$ cat config.mk
export PLATFORM = sky130hd
export DESIGN_NAME = dbuf_serial_tx
export DESIGN_NICKNAME = d
export VERILOG_FILES = /design/src/rtl/dbtx_pkg.sv /design/src/rtl/dbtx_ctrl.sv /design/src/rtl/dbtx_datapath.sv /design/src/rtl/dbuf_serial_tx.sv
export SDC_FILE = /design/constraint.sdc
export NUM_CORES = 1
export LEC_CHECK = 0
export BUFFER_PORTS_ARGS = -buffer_cell sky130_fd_sc_hd__buf_4
export CAP_MARGIN = 20
export CORE_UTILIZATION = 52
export CTS_CLUSTER_DIAMETER = 80
export CTS_CLUSTER_SIZE = 10
export DETAILED_ROUTE_END_ITERATION = 10
export GPL_TIMING_DRIVEN = 0
export PLACE_DENSITY = 0.86
export SYNTH_ARGS = -nofsm -noshare
export SYNTH_HDL_FRONTEND = slang
export SYNTH_HIERARCHICAL = 1
export SYNTH_SLANG_ARGS = --single-unit
$ cat constraint.sdc
create_clock -name clk -period 1.9 [get_ports clk]
set_input_delay 0.38 -clock clk [delete_from_list [all_inputs] [get_ports clk]]
set_output_delay 0.38 -clock clk [all_outputs]
set_load 0.05 [all_outputs]
$ cat src/rtl/dbtx_pkg.sv
package dbtx_pkg;

  typedef enum logic [1:0] {
    ST_IDLE,
    ST_START,
    ST_DATA,
    ST_STOP
  } txState_e;

  // One-cycle strobes from control to datapath; at most one is high.
  typedef struct packed {
    logic startFrame;  // drive the start bit
    logic shiftBit;    // put the next field bit on the line
    logic enterStop;   // drive stop level and free the shifter
  } txStrobe_t;

endpackage

$ cat src/rtl/dbtx_ctrl.sv
module dbtx_ctrl
  import dbtx_pkg::*;
#(
  parameter int TICKS_PER_BIT = 16,
  parameter int MAX_BITS      = 9
) (
  input  logic       clk,
  input  logic       rstN,
  input  logic       tick,
  input  logic       runEn,
  input  logic       nineBit,
  input  logic [1:0] stopSel,
  input  logic       shiftLoaded,
  output txStrobe_t  strobes
);

  localparam int DIV_W    = $clog2(TICKS_PER_BIT);
  localparam int HALF_BIT = TICKS_PER_BIT / 2;
  localparam int STOP_W   = $clog2(2 * TICKS_PER_BIT + 1);
  localparam int BIT_W    = $clog2(MAX_BITS + 1);

  txState_e          state, stateNext;
  logic [DIV_W-1:0]  divCnt;
  logic [BIT_W-1:0]  bitCnt, bitCntNext, lastIdx;
  logic [STOP_W-1:0] stopCnt, stopCntNext, stopLen;
  logic              bitEdge, canStart, stopDone;

  // Divider wrap: the only moments a bit period may begin.
  assign bitEdge  = tick && (divCnt == DIV_W'(TICKS_PER_BIT - 1));
  assign canStart = runEn && shiftLoaded;
  assign lastIdx  = nineBit ? BIT_W'(MAX_BITS - 1) : BIT_W'(MAX_BITS - 2);
  assign stopLen  = STOP_W'(HALF_BIT * (int'(stopSel) + 1));
  assign stopDone = tick && (stopCnt == stopLen - STOP_W'(1));

  always_ff @(posedge clk or negedge rstN) begin
    if (!rstN) begin
      divCnt  <= '0;
      state   <= ST_IDLE;
      bitCnt  <= '0;
      stopCnt <= '0;
    end else begin
      if (tick) divCnt <= bitEdge ? '0 : divCnt + DIV_W'(1);
      state   <= stateNext;
      bitCnt  <= bitCntNext;
      stopCnt <= stopCntNext;
    end
  end

  always_comb begin
    stateNext   = state;
    bitCntNext  = bitCnt;
    stopCntNext = stopCnt;
    strobes     = '0;
    unique case (state)
      ST_IDLE: begin
        if (bitEdge && canStart) begin
          stateNext          = ST_START;
          strobes.startFrame = 1'b1;
        end
      end
      ST_START: begin
        if (bitEdge) begin
          stateNext        = ST_DATA;
          bitCntNext       = '0;
          strobes.shiftBit = 1'b1;
        end
      end
      ST_DATA: begin
        if (bitEdge) begin
          if (bitCnt == lastIdx) begin
            stateNext         = ST_STOP;
            stopCntNext       = '0;
            strobes.enterStop = 1'b1;
          end else begin
            bitCntNext       = bitCnt + BIT_W'(1);
            strobes.shiftBit = 1'b1;
          end
        end
      end
      ST_STOP: begin
        if (tick) begin
          stopCntNext = stopCnt + STOP_W'(1);
          if (stopDone) begin
            // Whole stop lengths end on a wrap, so the next frame can follow directly.
            if (bitEdge && canStart) begin
              stateNext          = ST_START;
              strobes.startFrame = 1'b1;
            end else begin
              stateNext = ST_IDLE;
            end
          end
        end
      end
      default: stateNext = ST_IDLE;
    endcase
  end

endmodule

$ cat src/rtl/dbtx_datapath.sv
module dbtx_datapath
  import dbtx_pkg::*;
#(
  parameter int DATA_W = 9
) (
  input  logic              clk,
  input  logic              rstN,
  input  logic              wrStrobe,
  input  logic [DATA_W-1:0] wrData,
  input  logic              nineBit,
  input  logic              parityEn,
  input  logic              parityOdd,
  input  txStrobe_t         strobes,
  output logic              shiftLoaded,
  output logic              txd,
  output logic              bufEmpty,
  output logic              txEmpty,
  output logic              overrun
);

  logic [DATA_W-1:0] holdReg, shiftReg, field;
  logic              holdFull, moveNow, parBit;

  assign moveNow = holdFull && !shiftLoaded;

  // Build the field from the held word as it moves into the shifter.
  always_comb begin
    parBit = 1'b0;
    field  = holdReg;
    if (parityEn) begin
      if (nineBit) begin
        parBit = (^holdReg[DATA_W-2:0]) ^ parityOdd;
        field  = {parBit, holdReg[DATA_W-2:0]};
      end else begin
        parBit = (^holdReg[DATA_W-3:0]) ^ parityOdd;
        field  = {1'b0, parBit, holdReg[DATA_W-3:0]};
      end
    end else if (!nineBit) begin
      field = {1'b0, holdReg[DATA_W-2:0]};
    end
  end

  always_ff @(posedge clk or negedge rstN) begin
    if (!rstN) begin
      holdReg  <= '0;
      holdFull <= 1'b0;
      overrun  <= 1'b0;
    end else if (wrStrobe) begin
      holdReg  <= wrData;
      holdFull <= 1'b1;
      if (holdFull && !moveNow) overrun <= 1'b1;
    end else if (moveNow) begin
      holdFull <= 1'b0;
    end
  end

  always_ff @(posedge clk or negedge rstN) begin
    if (!rstN) begin
      shiftReg    <= '0;
      shiftLoaded <= 1'b0;
      txd         <= 1'b1;
    end else begin
      if (moveNow) begin
        shiftReg    <= field;
        shiftLoaded <= 1'b1;
      end else if (strobes.shiftBit) begin
        shiftReg <= shiftReg >> 1;
      end
      if (strobes.enterStop) shiftLoaded <= 1'b0;
      if (strobes.startFrame)     txd <= 1'b0;
      else if (strobes.shiftBit)  txd <= shiftReg[0];
      else if (strobes.enterStop) txd <= 1'b1;
    end
  end

  assign bufEmpty = !holdFull;
  assign txEmpty  = !shiftLoaded;

endmodule

$ cat src/rtl/dbuf_serial_tx.sv
module dbuf_serial_tx
  import dbtx_pkg::*;
#(
  parameter int DATA_W        = 9,
  parameter int TICKS_PER_BIT = 16
) (
  input  logic              clk,
  input  logic              rstN,
  input  logic              tick,
  input  logic              runEn,
  input  logic              nineBit,
  input  logic              parityEn,
  input  logic              parityOdd,
  input  logic [1:0]        stopSel,
  input  logic              wrStrobe,
  input  logic [DATA_W-1:0] wrData,
  output logic              txd,
  output logic              bufEmpty,
  output logic              txEmpty,
  output logic              overrun
);

  txStrobe_t strobes;
  logic      shiftLoaded;

  dbtx_ctrl #(
    .TICKS_PER_BIT(TICKS_PER_BIT),
    .MAX_BITS     (DATA_W)
  ) u_ctrl (
    .clk        (clk),
    .rstN       (rstN),
    .tick       (tick),
    .runEn      (runEn),
    .nineBit    (nineBit),
    .stopSel    (stopSel),
    .shiftLoaded(shiftLoaded),
    .strobes    (strobes)
  );

  dbtx_datapath #(
    .DATA_W(DATA_W)
  ) u_datapath (
    .clk        (clk),
    .rstN       (rstN),
    .wrStrobe   (wrStrobe),
    .wrData     (wrData),
    .nineBit    (nineBit),
    .parityEn   (parityEn),
    .parityOdd  (parityOdd),
    .strobes    (strobes),
    .shiftLoaded(shiftLoaded),
    .txd        (txd),
    .bufEmpty   (bufEmpty),
    .txEmpty    (txEmpty),
    .overrun    (overrun)
  );

endmodule

### After elaboration in Yosys (flattened, before gate mapping)

Cells that the tools add are included.

| word-level totals | value |
|---|---|
| input port bits | 19 |
| flip-flop bits (word level) | 38 |
| word-level logic and storage cells | 92 |

| operators by class | value |
|---|---|
| reduce and logical (&&, ||, !) cells | 22 |
| add/subtract/negate cells | 5 |
| equal/unequal tests | 13 |
| mux-type cells | 40 |
| bitwise logic cells | 2 |

Operators by type and width:

| operator | number |
|---|---|
| 9-bit two-way mux | 5 |
| 4-bit two-way mux | 5 |
| 6-bit two-way mux | 3 |
| 1-bit two-way mux | 15 |
| 2-bit two-way mux | 7 |
| 6-bit one-hot mux with 2 select lines | 1 |
| 2-bit by 1-bit != test with 1-bit output, second input constant | 5 |
| 2-bit nonzero test | 5 |
| 4-bit by 1-bit adder with 4-bit output, second input constant | 2 |
| 2-bit one-hot mux with 4 select lines | 1 |
| 4-bit one-hot mux with 2 select lines | 1 |
| 4-bit AND reduction | 2 |
| 8-bit parity | 1 |
| 7-bit parity | 1 |
| 6-bit by 1-bit adder with 6-bit output, second input constant | 1 |
| 6-bit == test | 1 |
| 1-bit logical AND | 6 |
| 6-bit AND reduction | 1 |
| 6-bit by 1-bit subtractor with 6-bit output, second input constant | 1 |
| 2-bit == test, second input constant | 2 |
| 4-bit == test | 1 |
| 4-bit == test, second input constant | 1 |
| 2-bit != test, second input constant | 2 |
| 1-bit one-hot mux with 2 select lines | 2 |
| other kinds (7) | 10 |

### Longest topological paths before layout

Gate-level depths: netlist (run 1).

| logic depth | value |
|---|---|
| word-level depth | 8 |
| depth in mapped cells | 9 |

### Cells and area by module

The synthesis (run 1) kept the hierarchy.

By module, submodules not included:

| module | area each (um2) | times used | sequential area each (um2) | cells an instance |
|---|---|---|---|---|
| dbtx_ctrl | 1139.8 | 1 | 400.4 | 127 |
| dbtx_datapath | 988.4 | 1 | 551.8 | 84 |

### Worst setup path before layout (run 1)

Ideal clock, no wire load.

| timing path | value |
|---|---|
| kind | flip-flop to flip-flop |
| from | reg u_ctrl.divCnt[0] |
| to | reg u_ctrl.state[1] |
| clock period less this slack | 1.941 ns |
| arrival | 1.817 ns |
| setup time | 0.125 ns |
| path buffers | 1 |
| slack | -0.041 ns |
| cell stages (with the launch flop) | 8 |
| cell sequence | dfrtp_1 -> ha_1 -> and4_1 -> clkbuf_2 -> a31oi_1 -> a2111o_1 -> nor2_1 -> mux2_2 |

| on the way | value |
|---|---|
| word-level cells in the longest chain between the ends | 5 |
| elaborated cells on any way between the ends | 7 |

RTL lines:

| element | RTL line | text |
|---|---|---|
| start, declared | dbtx_ctrl.sv:23 | `logic [DIV_W-1:0] divCnt;` |
| start signal, assigned | dbtx_ctrl.sv:42 | `if (tick) divCnt <= bitEdge ? '0 : divCnt + DIV_W'(1);` |
| 4-bit == test * | dbtx_ctrl.sv:29 | `assign bitEdge = tick && (divCnt == DIV_W'(TICKS_PER_BIT - 1));` |
| 1-bit logical AND * | dbtx_ctrl.sv:29 |  |
| 1-bit logical AND | dbtx_ctrl.sv:56 | `if (bitEdge && canStart) begin` |
| 2-bit by 1-bit != test with 1-bit output (no source line) | -- |  |
| 6-bit AND reduction (no source line) * | -- |  |
| end signal, assigned | dbtx_ctrl.sv:43 | `state <= stateNext;` |
| end, declared | dbtx_ctrl.sv:22 | `txState_e state, stateNext;` |

Mark *: on every way between the ends. The rest lies on a longest branch, timed or not.
A chain may end at the register's enable or synchronous reset.

### Worst setup path after layout (run 1)

| timing path | value |
|---|---|
| from | reg u_ctrl.state[1] |
| to | reg u_ctrl.state[1] |

| on the way | value |
|---|---|
| word-level cells in the longest chain between the ends | 3 |
| elaborated cells on any way between the ends | 12 |

RTL lines:

| element | RTL line | text |
|---|---|---|
| 2-bit == test, or another cell as far along | dbtx_ctrl.sv:54 | `unique case (state)` |
| 2-bit by 1-bit != test with 1-bit output (no source line) or 2-bit != test (tied branches) | -- |  |
| 6-bit AND reduction (no source line) | -- |  |

Several ways; a longest one is shown, not always the timed one.

==> summary.txt, run 1 <==
Outcome
  • Status: finished with violations
  • Violated checks: setup timing

Place
  • Dpl hpwl: 3050 um
  • Port buffer count: 21
  • RePlAce Congestion: 0.793

Timing
  • Hold Violations, Final: 0
  • Worst slew pin tran: 0.525 ns
  • Hold WS: around 0.035 ns
  • Clock skew: just over 0.004 ns
  • # setup viols final: 1
  • Slew Limit Headroom: 0.650
  • Period minus WS final: about 2.0 ns
  • Final Cycle Share: 1.03
  • Final worst slack: -0.0547 ns
  • Fmax: roughly 510 MHz
  • RSZ-0062 raised after global routing: true
  • Final slew viol count: 0

Cells and area
  • Area grow syn2layout: 27.1%
  • Fin util: 0.712
  • Share of cells above drive strength 1: 0.300
  • Final Net Count: 285
  • Filler cells: 272
  • N_diodes: 0

Synthesis
  • Post-Syn Area per Cell: 10.1 um2
  • Post-Syn Instances: roughly 210
  • Synth Cell Area: 2130 um2
  • Post-synth top flop: dfrtp_1
  • Synth async-reset ratio: 1.00
  • Post-synthesis net count: 240
  • Seq/Total Area, Yosys: 0.447
  • Synth unique cells: 47
  • Post-synth EDFFs: 0
  • Synth warn: 6
  • Yosys reg bits: 38

Route
  • Mean number of vias per cell: slightly below 6
  • DR vias: 1760
  • Drt total wl: roughly 4700 um
  • Drt wl/cell: 15.3 um
  • Post-route ant nets: 0
  • Drt drc: 0
  • DR iter-0 viols: 107
  • 1st-pass router iterations: 4

Power and ir drop
  • Switching part of the total: 0.336
  • Internal: 0.00215 W
  • Clock power frac: 0.256
  • PwrDens: 1200 nW/um2
  • Sw power: 0.00109 W
  • Sequential power share: 0.361
  • Leakage: between 1 and 1.5 nW
  • Combinational share of power: 0.383
  • Peak VDD IR: 0.940 mV

Global route
  • Gr ovfl total: 0
  • Largest net degree at the start of global routing: 39
  • Vias in the first global route: roughly 1800
  • Initial antenna violation count: 0
  • First-pass GRT wire length: 7970 um
  • GRT Util Overall: 0.246

Setup path
  • Startpoint types: flop
  • Critical Path RT: 2.08 ns
  • Critical path type: flop to flop
  • Crit end category: flop
  • Worst-path fanout max: 10
  • Worst endpoint data arrival time: 2.14 ns

Die
  • Num ports: 23
  • Rows: 22
  • Core Region: 3800 um2
  • Starting density of the core: 0.560
  • Die Span X: 66.0 um
  • Die Y: 66.0 um
  • Die area: about 4400 um2

Clock tree
  • Clock transition at the registers of the reported paths: 0.08 ns
  • Clk_lat worst skew: 0.30 ns
  • CTS Root Cell: clkbuf_8
  • Clock sink count: 38
  • TritonCTS Buffers: 5
  • H-Tree Depth: 2
  • Hold_buf cts: 0
  • CTS tree: built
  • Deepest clock path buffer count: 2

Min path
  • Worst min-delay path category: input port to async pin

Flow run
  • Maxcap violations: 0
==> flip-flops by register name (all words and copies together), names as in the netlist <==
register / count
u_datapath/holdReg: 9
u_datapath/shiftReg: 9
u_ctrl/stopCnt: 6
u_ctrl/bitCnt: 4
u_ctrl/divCnt: 4
u_ctrl/state: 2
u_datapath/holdFull: 1
u_datapath/overrun: 1
u_datapath/shiftLoaded: 1
u_datapath/txd: 1
==> per-layer routing <==
metal,track usage,wire length [um]
met5,0,0
met2,0.402,2240
met3,0.0534,188
met1,0.314,2130
met4,0.106,93
==> cells in the final DEF (no fill, tap or decap), drive strengths merged, types with 2 or more instances in the layout <==
master	synthesis	routed
a21oi	8	8
o31a	2	2
and2	2	2
nor2	17	17
buf	2	42
inv	9	9
o21ai	21	21
dfrtp	37	37
nand2b	2	2
mux2	12	12
a31oi	3	3
ha	10	10
o31ai	2	2
nand3	5	5
nor3	4	4
xnor2	10	10
mux2i	11	11
nand4	2	2
bufinv	0	2
clkbuf	6	9
o32ai	3	3
nor2b	2	2
or3b	2	2
nand2	21	21
==> timing repair <==
action,in CTS,in global routing
gates resized for setup,9,6
gates cloned,0,0
buffers inserted,14,4
setup endpoints to repair,17,16
pin swaps,6,1
==> path summary, 6_finish.rpt <==
kind / startpoint / endpoint / slack (ns) / cells past startpoint
min in group clk: wrData[1] / u_datapath/holdReg[1]$_DFFE_PN0P_ / 0.29 / 2
hold / removal: rstN / u_datapath/holdReg[4]$_DFFE_PN0P_ / 0.03 / 1
hold reg to reg: u_datapath/overrun$_DFFE_PN0P_ / u_datapath/overrun$_DFFE_PN0P_ / 0.49 / 1
setup / recovery: u_ctrl/state[1]$_DFFE_PN0P_ / u_ctrl/state[1]$_DFFE_PN0P_ / -0.05 / 7
max in group asynchronous: rstN / u_datapath/txd$_DFFE_PN1P_ / 1.51 / 1
setup reg to reg: u_ctrl/state[1]$_DFFE_PN0P_ / u_ctrl/state[1]$_DFFE_PN0P_ / -0.05 / 7
==> cell usage after synthesis (all sizes together) (2+ instances only) <==
master | number | share of area
dfrtp | 37 | 0.44
nand2 | 21 | 0.037
o21ai | 21 | 0.049
nor2 | 17 | 0.031
mux2 | 12 | 0.063
mux2i | 11 | 0.052
ha | 10 | 0.059
xnor2 | 10 | 0.041
inv | 9 | 0.016
a21oi | 8 | 0.019
clkbuf | 6 | 0.012
nand3 | 5 | 0.014
nor3 | 4 | 0.0094
a31oi | 3 | 0.0088
o32ai | 3 | 0.012
and2 | 2 | 0.0059
buf | 2 | 0.0071
nand2b | 2 | 0.0059
nand4 | 2 | 0.0059
nor2b | 2 | 0.0059
o31a | 2 | 0.0082
o31ai | 2 | 0.0071
or3b | 2 | 0.0082
==> cells by family after synthesis <==
group / after synthesis / synth area share
xor+xnor: 11 / 0.0453
fa+ha+maj: 10 / 0.0588
mux: 23 / 0.115
compound gates: 49 / 0.145
flops: 38 / 0.447
buf+inv: 17 / 0.0353
simple gates: 63 / 0.153
==> power groups by stage <==
| stage | combinational (W) | clock, W | sequential (W) |
|---|---|---|---|
| CTS | 0.00114 | 0.000843 | 0.00116 |
| floorplan | 0.000707 | 0 | 0.00116 |
| global placement | 0.000879 | 0 | 0.00117 |
| finish | 0.00124 | 0.000830 | 0.00117 |
| detailed placement | 0.000926 | 0 | 0.00118 |
| global route | 0.00135 | 0.000869 | 0.00119 |
==> worst max-delay path, stage by stage, from the launching register on <==
cell      delay, ns
dfrtp_1        0.44
ha_1           0.20
buf_4          0.16
nor2_1         0.12
o22ai_1        0.09
a2111o_1       0.40
nor2_2         0.13
mux2_4         0.31
==> layout make-up <==
class	count	area, um2	share of cell area
Sequential cell	38	953	0.352
Tap cell	48	60.1	0.0222
Buffer	7	57.6	0.0213
Inverter	9	33.8	0.0125
Clock buffer	5	68.8	0.0254
Clock inverter	3	68.8	0.0254
Multi-Input combinational cell	156	1170	0.432
Timing Repair Buffer	39	293	0.108
==> stage by stage <==
step | area [um2] | setup slack, ns | setup TNS (ns) | cells | power [W]
3_3_place_gp | 2380 | -0.227 | -2.32 | 280 | 0.00205
3_5_place_dp | 2380 | -0.317 | -3.17 | 280 | 0.00211
2_1_floorplan | 2170 | 0.00146 | 0 | 211 | 0.00187
4_1_cts | 2670 | -0.0450 | -0.0638 | 301 | 0.00314
6_report | 2710 | -0.0547 | -0.0547 | 305 | 0.00324
5_1_grt | 2710 | -0.108 | -0.313 | 305 | 0.00341
Power figures use the tool's default switching activity.
==> inputs of run 2 (changes only) <==
Settings changed: ABC_AREA from default to 1, CAP_MARGIN 20 to 10, CORE_UTILIZATION 52 to 53, PLACE_DENSITY 0.86 to 0.87.
==> run 2 against run 1 <==
Effect of this change: maximum frequency up 11%; first-iteration DRC count up 5.6%; die area up 6.0%; via count up 14%; the flow now finishes without violations.
==> summary.txt, run 2 <==
Outcome
  • Status: finished clean

Die
  • Starting density of the core: 0.564
  • Die area: approximately 4600 um2
  • Die Span X: 67.9 um
  • Die Y: ~68 um
  • Core Region: approximately 4100 um2
  • Rows: 23
  • Num ports: 23

Cells and area
  • Final Net Count: around 360
  • N_diodes: 0
  • Filler cells: approximately 360
  • Area grow syn2layout: 14.9%
  • Non-Filler Instances: 386
  • Most frequent cells in the layout: nand2_1 (90), dfrtp_1 (35), inv_1 (34)
  • Top flop regs: u_datapath/holdReg x9, u_datapath/shiftReg x9, u_ctrl/stopCnt x6
  • Fin util: 0.648
  • Final Instance Area: 2650 um2
  • Commonest non-fill, non-tap cell in the layout: nand2_1
  • Share of cells above drive strength 1: 0.190
  • Multi-input gate area: 1180 um2
  • Sequential cell area: about 950 um2

Timing
  • Slew Limit Headroom: 0.685
  • Fmax: ~570 MHz
  • Final Cycle Share: 0.927
  • Clock skew: roughly 0.0079 ns
  • Final worst slack: between 0.1 and 0.15 ns
  • Worst slew pin tran: 0.473 ns
  • Final slew viol count: 0
  • RSZ-0062 raised after global routing: false
  • Hold Violations, Final: 0
  • Period minus WS final: about 1.8 ns
  • # setup viols final: 0

Synthesis
  • Post-Syn Instances: around 300
  • Post-synth top flop: dfrtp_1
  • Synth warn: 6
  • Synth top cells by count: nand2_1 (90), dfrtp_1 (37), inv_1 (35)
  • Area leader, netlist: dfrtp_1
  • Most frequent cell after synthesis: nand2_1
  • Synth async-reset ratio: 1.00
  • Post-Syn Area per Cell: 7.48 um2
  • Synth unique cells: 32
  • Post-synth top area share: 0.402
  • Top cells by area, synth: dfrtp_1 (40%), nand2_1 (15%), inv_1 (5.7%), ha_1 (5.4%), nor2_1 (4.9%)
  • Synth Cell Area: 2300 um2
  • Seq/Total Area, Yosys: 0.413
  • Yosys reg bits: 38
  • Post-synth EDFFs: 0
  • Post-synthesis net count: 337

Clock tree
  • Clock sink count: 38
  • CTS Root Cell: clkbuf_8
  • Deepest clock path buffer count: 2
  • TritonCTS Buffers: 5
  • Hold_buf cts: 0
  • CTS tree: built
  • Post-CTS Setup Inserts: 0
  • Clock transition at the registers of the reported paths: around 0.070 ns
  • Clk_lat worst skew: 0.30 ns
  • H-Tree Depth: 2

Setup path
  • Worst Reg-to-Reg Cells: 8
  • Critical-path cell list: inv_2 -> ha_4 -> nand3_1 -> a211oi_1 -> buf_4 -> nor2_4 -> a21oi_1 -> a21oi_2
  • CP max stage cell: dfrtp_2
  • Sum of buffers and inverters on the critical path: 2
  • Crit end category: flop
  • Critical path type: flop to flop
  • Startpoint types: flop
  • Worst endpoint data arrival time: roughly 2.0 ns
  • Worst path depth: 8
  • CP delay by family, top: compound AO/OA/AOI/OAI gates
  • Worst-path fanout max: 10
  • Critical path's largest stage delay: about 0.44 ns
  • Critical Path RT: approximately 2.1 ns

Flow run
  • Maxcap violations: 0

Global route
  • Largest net degree at the start of global routing: 39
  • Gr ovfl total: 0
  • Initial antenna violation count: 0
  • First-pass GRT wire length: between 7000 and 8000 um
  • GRT Util Overall: 0.224
  • Vias in the first global route: 1758

Power and ir drop
  • Leakage: 1.38 nW
  • PwrDens: 1030 nW/um2
  • Final Power: between 0.002 and 0.003 W
  • Peak VDD IR: around 0.53 mV

Place
  • Pre-CTS setup slack: -0.291 ns
  • Port buffer count: 20
  • DP Area: 2520 um2
  • Dpl hpwl: 3250 um
  • RePlAce Congestion: around 0.83
  • Dpl cells: 378

Route
  • Mean number of vias per cell: 5.19
  • 1st-pass router iterations: 4
  • DR iter-0 viols: 113
  • Drt total wl: ~4400 um
  • Post-route ant nets: 0
  • Drt drc: 0
  • DR vias: 2002
  • Drt wl/cell: 11.4 um

Min path
  • Worst min-delay path category: input port to async pin
[run 2: path summary, 6_finish.rpt]
path / slack (ns) / endpoint / startpoint
max in group asynchronous: 1.51 / u_datapath/txd$_DFFE_PN1P_ / rstN
min reg2reg: 0.50 / u_datapath/shiftReg[2]$_DFFE_PN0P_ / u_datapath/shiftReg[2]$_DFFE_PN0P_
max: 0.14 / u_datapath/shiftReg[7]$_DFFE_PN0P_ / u_ctrl/state[0]$_DFFE_PN0P_
min: 0.04 / u_ctrl/divCnt[2]$_DFFE_PN0P_ / rstN
max reg2reg: 0.14 / u_datapath/shiftReg[7]$_DFFE_PN0P_ / u_ctrl/state[0]$_DFFE_PN0P_
min in group clk: 0.28 / u_datapath/holdReg[2]$_DFFE_PN0P_ / wrData[2]
[run 2: routing by layer]
layer  global-route usage  up-vias  wire length [um]
met3               0.0600        9               181
li1                     -     1031                 -
met2                0.353       42              2060
met1                0.289      920              2070
met5                    0        -                 0
met4               0.0938        0                85
[run 2: where the power goes]
group	total [W]	internal [W]	switching, W
sequential	0.00111	0.000961	0.000151
clock	0.000679	0.000393	0.000286
combinational	0.000923	0.000348	0.000575
total	0.00271	0.00170	0.00101
[run 2: layout make-up]
cell class,count,area share
multi-input cells,223,0.447
flip-flops and latches,38,0.361
inverters,42,0.0600
repair buffers,20,0.0567
clock buffers,7,0.0288
well taps,50,0.0236
plain buffers,5,0.0118
clock inverters,1,0.0113
[run 2: cell families after synthesis]
| logic type | synth area share |
|---|---|
| simple gates | 0.306 |
| compound gates | 0.109 |
| mux | 0.00978 |
| buf+inv | 0.0809 |
| xor+xnor | 0.0266 |
| flops | 0.413 |
| fa+ha+maj | 0.0543 |
[run 2: worst reg2reg max path, cell delays in order, from the launching register on]
cell,delay (ns)
dfrtp_2,0.44
inv_2,0.12
ha_4,0.19
nand3_1,0.13
a211oi_1,0.23
buf_4,0.22
nor2_4,0.09
a21oi_1,0.17
a21oi_2,0.07
[run 2: metrics by stage]
step,hold WS (ns),TNS (ns)
after global placement,0.368,-1.57
after global routing,0.0683,0
after floorplan,0.0844,0
after detailed placement,0.375,-2.11
after CTS,0.0513,0
final,0.0353,0
[run 2: timing repair]
item,CTS,global route
pin swaps,0,0
endpoints found under the setup margin,10,10
gates resized for setup,4,5
==> inputs of run 3 (changes only) <==
--- a/config.mk
+++ b/config.mk
@@ -7,6 +7,5 @@
 export LEC_CHECK = 0
-export ABC_AREA = 1
 export BUFFER_PORTS_ARGS = -buffer_cell sky130_fd_sc_hd__buf_4
 export CAP_MARGIN = 10
-export CORE_UTILIZATION = 53
+export CORE_UTILIZATION = 52
 export CTS_CLUSTER_DIAMETER = 80
@@ -15,3 +14,4 @@
 export GPL_TIMING_DRIVEN = 0
-export PLACE_DENSITY = 0.87
+export PLACE_DENSITY = 0.86
+export SKIP_LAST_GASP = 1
 export SYNTH_ARGS = -nofsm -noshare
--- a/constraint.sdc
+++ b/constraint.sdc
@@ -3,2 +3,2 @@
 set_output_delay 0.38 -clock clk [all_outputs]
-set_load 0.05 [all_outputs]
+set_load 0.01 [all_outputs]
==> run 3 against run 2 <==
Effect of this change: the flow now finishes with violations (setup timing); sequential share of layout area is 0.73 points lower; maximum frequency fell by 9.1%; global-route usage is 2.2 points higher; critical path depth fell by 1; total power is 18% higher; die area decreased by 5.7%; sequential power rose by 5%; worst setup slack worse by 0.18 ns; critical endpoint is now u_ctrl/state[1]$_DFFE_PN0P_.
==> summary.txt, run 3 (synthesized netlist as in run 1, its figures left out) <==
Outcome
  • Status: finished with violations
  • Violated checks: setup timing

Setup path
  • Sum of buffers and inverters on the critical path: 1
  • Critical path's largest stage delay: ~0.44 ns
  • Startpoint types: flop
  • Worst path depth: 7
  • CP max stage cell: a2111o_1
  • Critical path type: flop to flop
  • Worst endpoint data arrival time: 2.12 ns
  • Crit end category: flop
  • Critical-path cell list: ha_4 -> and4_1 -> clkbuf_8 -> a31oi_1 -> a2111o_1 -> nor2_2 -> mux2_4
  • Critical Path RT: 2.08 ns
  • Worst reg2reg startpoint: u_ctrl/divCnt[0]$_DFFE_PN0P_
  • Critical Path Source: u_ctrl/divCnt[0]$_DFFE_PN0P_
  • CP delay by family, top: compound AO/OA/AOI/OAI gates
  • Worst-path fanout max: 6
  • Worst Reg-to-Reg Cells: 7

Place
  • RePlAce Congestion: 0.793
  • Dpl cells: 280
  • DP Area: 2380 um2
  • Port buffer count: 21
  • Dpl hpwl: 3050 um
  • Pre-CTS setup slack: -0.317 ns

Route
  • DR iter-0 viols: 93
  • 1st-pass router iterations: 4
  • Drt total wl: 4680 um
  • Drt drc: 0
  • DR vias: 1763
  • Mean number of vias per cell: slightly below 6
  • Drt wl/cell: 15.3 um
  • Post-route ant nets: 0

Die
  • Num ports: 23
  • Rows: 22
  • Die Span X: 66.0 um
  • Die area: 4350 um2
  • Die Y: 66.0 um
  • Core Region: 3800 um2
  • Starting density of the core: 0.560

Global route
  • Vias in the first global route: 1740
  • First-pass GRT wire length: 7930 um
  • Initial antenna violation count: 0
  • Gr ovfl total: 0
  • GRT Util Overall: 0.246
  • Largest net degree at the start of global routing: 39

Min path
  • Worst min-delay path category: input port to async pin

Timing
  • Final Cycle Share: 1.02
  • Clock skew: roughly 0.0060 ns
  • Setup TNS: -0.0455 ns
  • Final worst slack: -0.0375 ns
  • RSZ-0062 raised after global routing: true
  • Final slew viol count: 0
  • Slew Limit Headroom: 0.650
  • Fmax: a little over 500 MHz
  • Worst slew pin tran: 0.525 ns
  • # setup viols final: 2
  • Period minus WS final: 1.94 ns
  • Hold Violations, Final: 0

Clock tree
  • CTS tree: built
  • Clk_lat worst skew: ~0.3 ns
  • CTS Root Cell: clkbuf_8
  • TritonCTS Buffers: 5
  • Clock sink count: 38
  • Deepest clock path buffer count: 2
  • Clock transition at the registers of the reported paths: around 0.080 ns
  • H-Tree Depth: 2

Cells and area
  • Final Instance Area: 2700 um2
  • N_diodes: 0
  • Commonest non-fill, non-tap cell in the layout: buf_4
  • Share of cells above drive strength 1: 0.300
  • Non-Filler Instances: 305
  • Most frequent cells in the layout: buf_4 (42), dfrtp_1 (36), nand2_1 (21)
  • Area grow syn2layout: 26.7%
  • Top flop regs: u_datapath/holdReg x9, u_datapath/shiftReg x9, u_ctrl/stopCnt x6
  • Final Net Count: 285

Power and ir drop
  • Leakage: 1.13 nW
  • Sequential power share: 0.365
  • Switching part of the total: 0.332
  • Clock power frac: 0.260
  • Combinational share of power: 0.375
  • PwrDens: 1180 nW/um2
  • Sw power: 0.00106 W
  • Peak VDD IR: 0.956 mV
  • Final Power: 0.00319 W
  • Internal: 0.00213 W

Flow run
  • Maxcap violations: 0
==> run 3: stage by stage <==
stage	hold slack [ns]	utilization
2_1_floorplan	0.0844	-
3_3_place_gp	0.373	0.627
3_5_place_dp	0.372	0.627
4_1_cts	0.0512	0.700
5_1_grt	0.0790	0.710
6_report	0.0343	0.710
==> run 3: power groups by stage <==
| stage | Sequential [W] | Combinational, W | Clock, W |
|---|---|---|---|
| CTS | 0.00116 | 0.00111 | 0.000843 |
| global route | 0.00119 | 0.00131 | 0.000868 |
| global placement | 0.00117 | 0.000860 | 0 |
| finish | 0.00117 | 0.00120 | 0.000831 |
| detailed placement | 0.00118 | 0.000907 | 0 |
| floorplan | 0.00114 | 0.000707 | 0 |
==> run 3: repair_timing <==
action	in CTS	in global routing
pin swaps	6	1
cloned	0	0
gates resized for setup	8	5
hold buffers	0	0
buffers inserted	14	4
endpoints found under the setup margin	17	16
==> run 3: area by class of cell <==
class                   count  area, um2
plain buffers               7       57.6
fillers                   275       1100
clock inverters             3       68.8
well taps                  48       60.1
repair buffers             39        293
inverters                   9       33.8
flip-flops and latches     38        953
multi-input cells         156       1160
clock buffers               5       68.8
==> run 3: worst paths after layout <==
path / to / slack [ns]
hold / removal: u_datapath/holdReg[1]$_DFFE_PN0P_ / 0.03
hold reg to reg: u_datapath/overrun$_DFFE_PN0P_ / 0.49
max in group asynchronous: u_datapath/txd$_DFFE_PN1P_ / 1.51
setup reg to reg: u_ctrl/state[1]$_DFFE_PN0P_ / -0.04
min in group clk: u_datapath/holdReg[1]$_DFFE_PN0P_ / 0.29
setup / recovery: u_ctrl/state[1]$_DFFE_PN0P_ / -0.04
==> run 3: layer usage <==
metal | routed length [um] | track usage | vias up
met1 | 2070 | 0.316 | 861
met4 | 75 | 0.104 | 0
met2 | 2270 | 0.401 | 53
met3 | 263 | 0.0517 | 9
met5 | 0 | 0 | -
li1 | - | - | 840
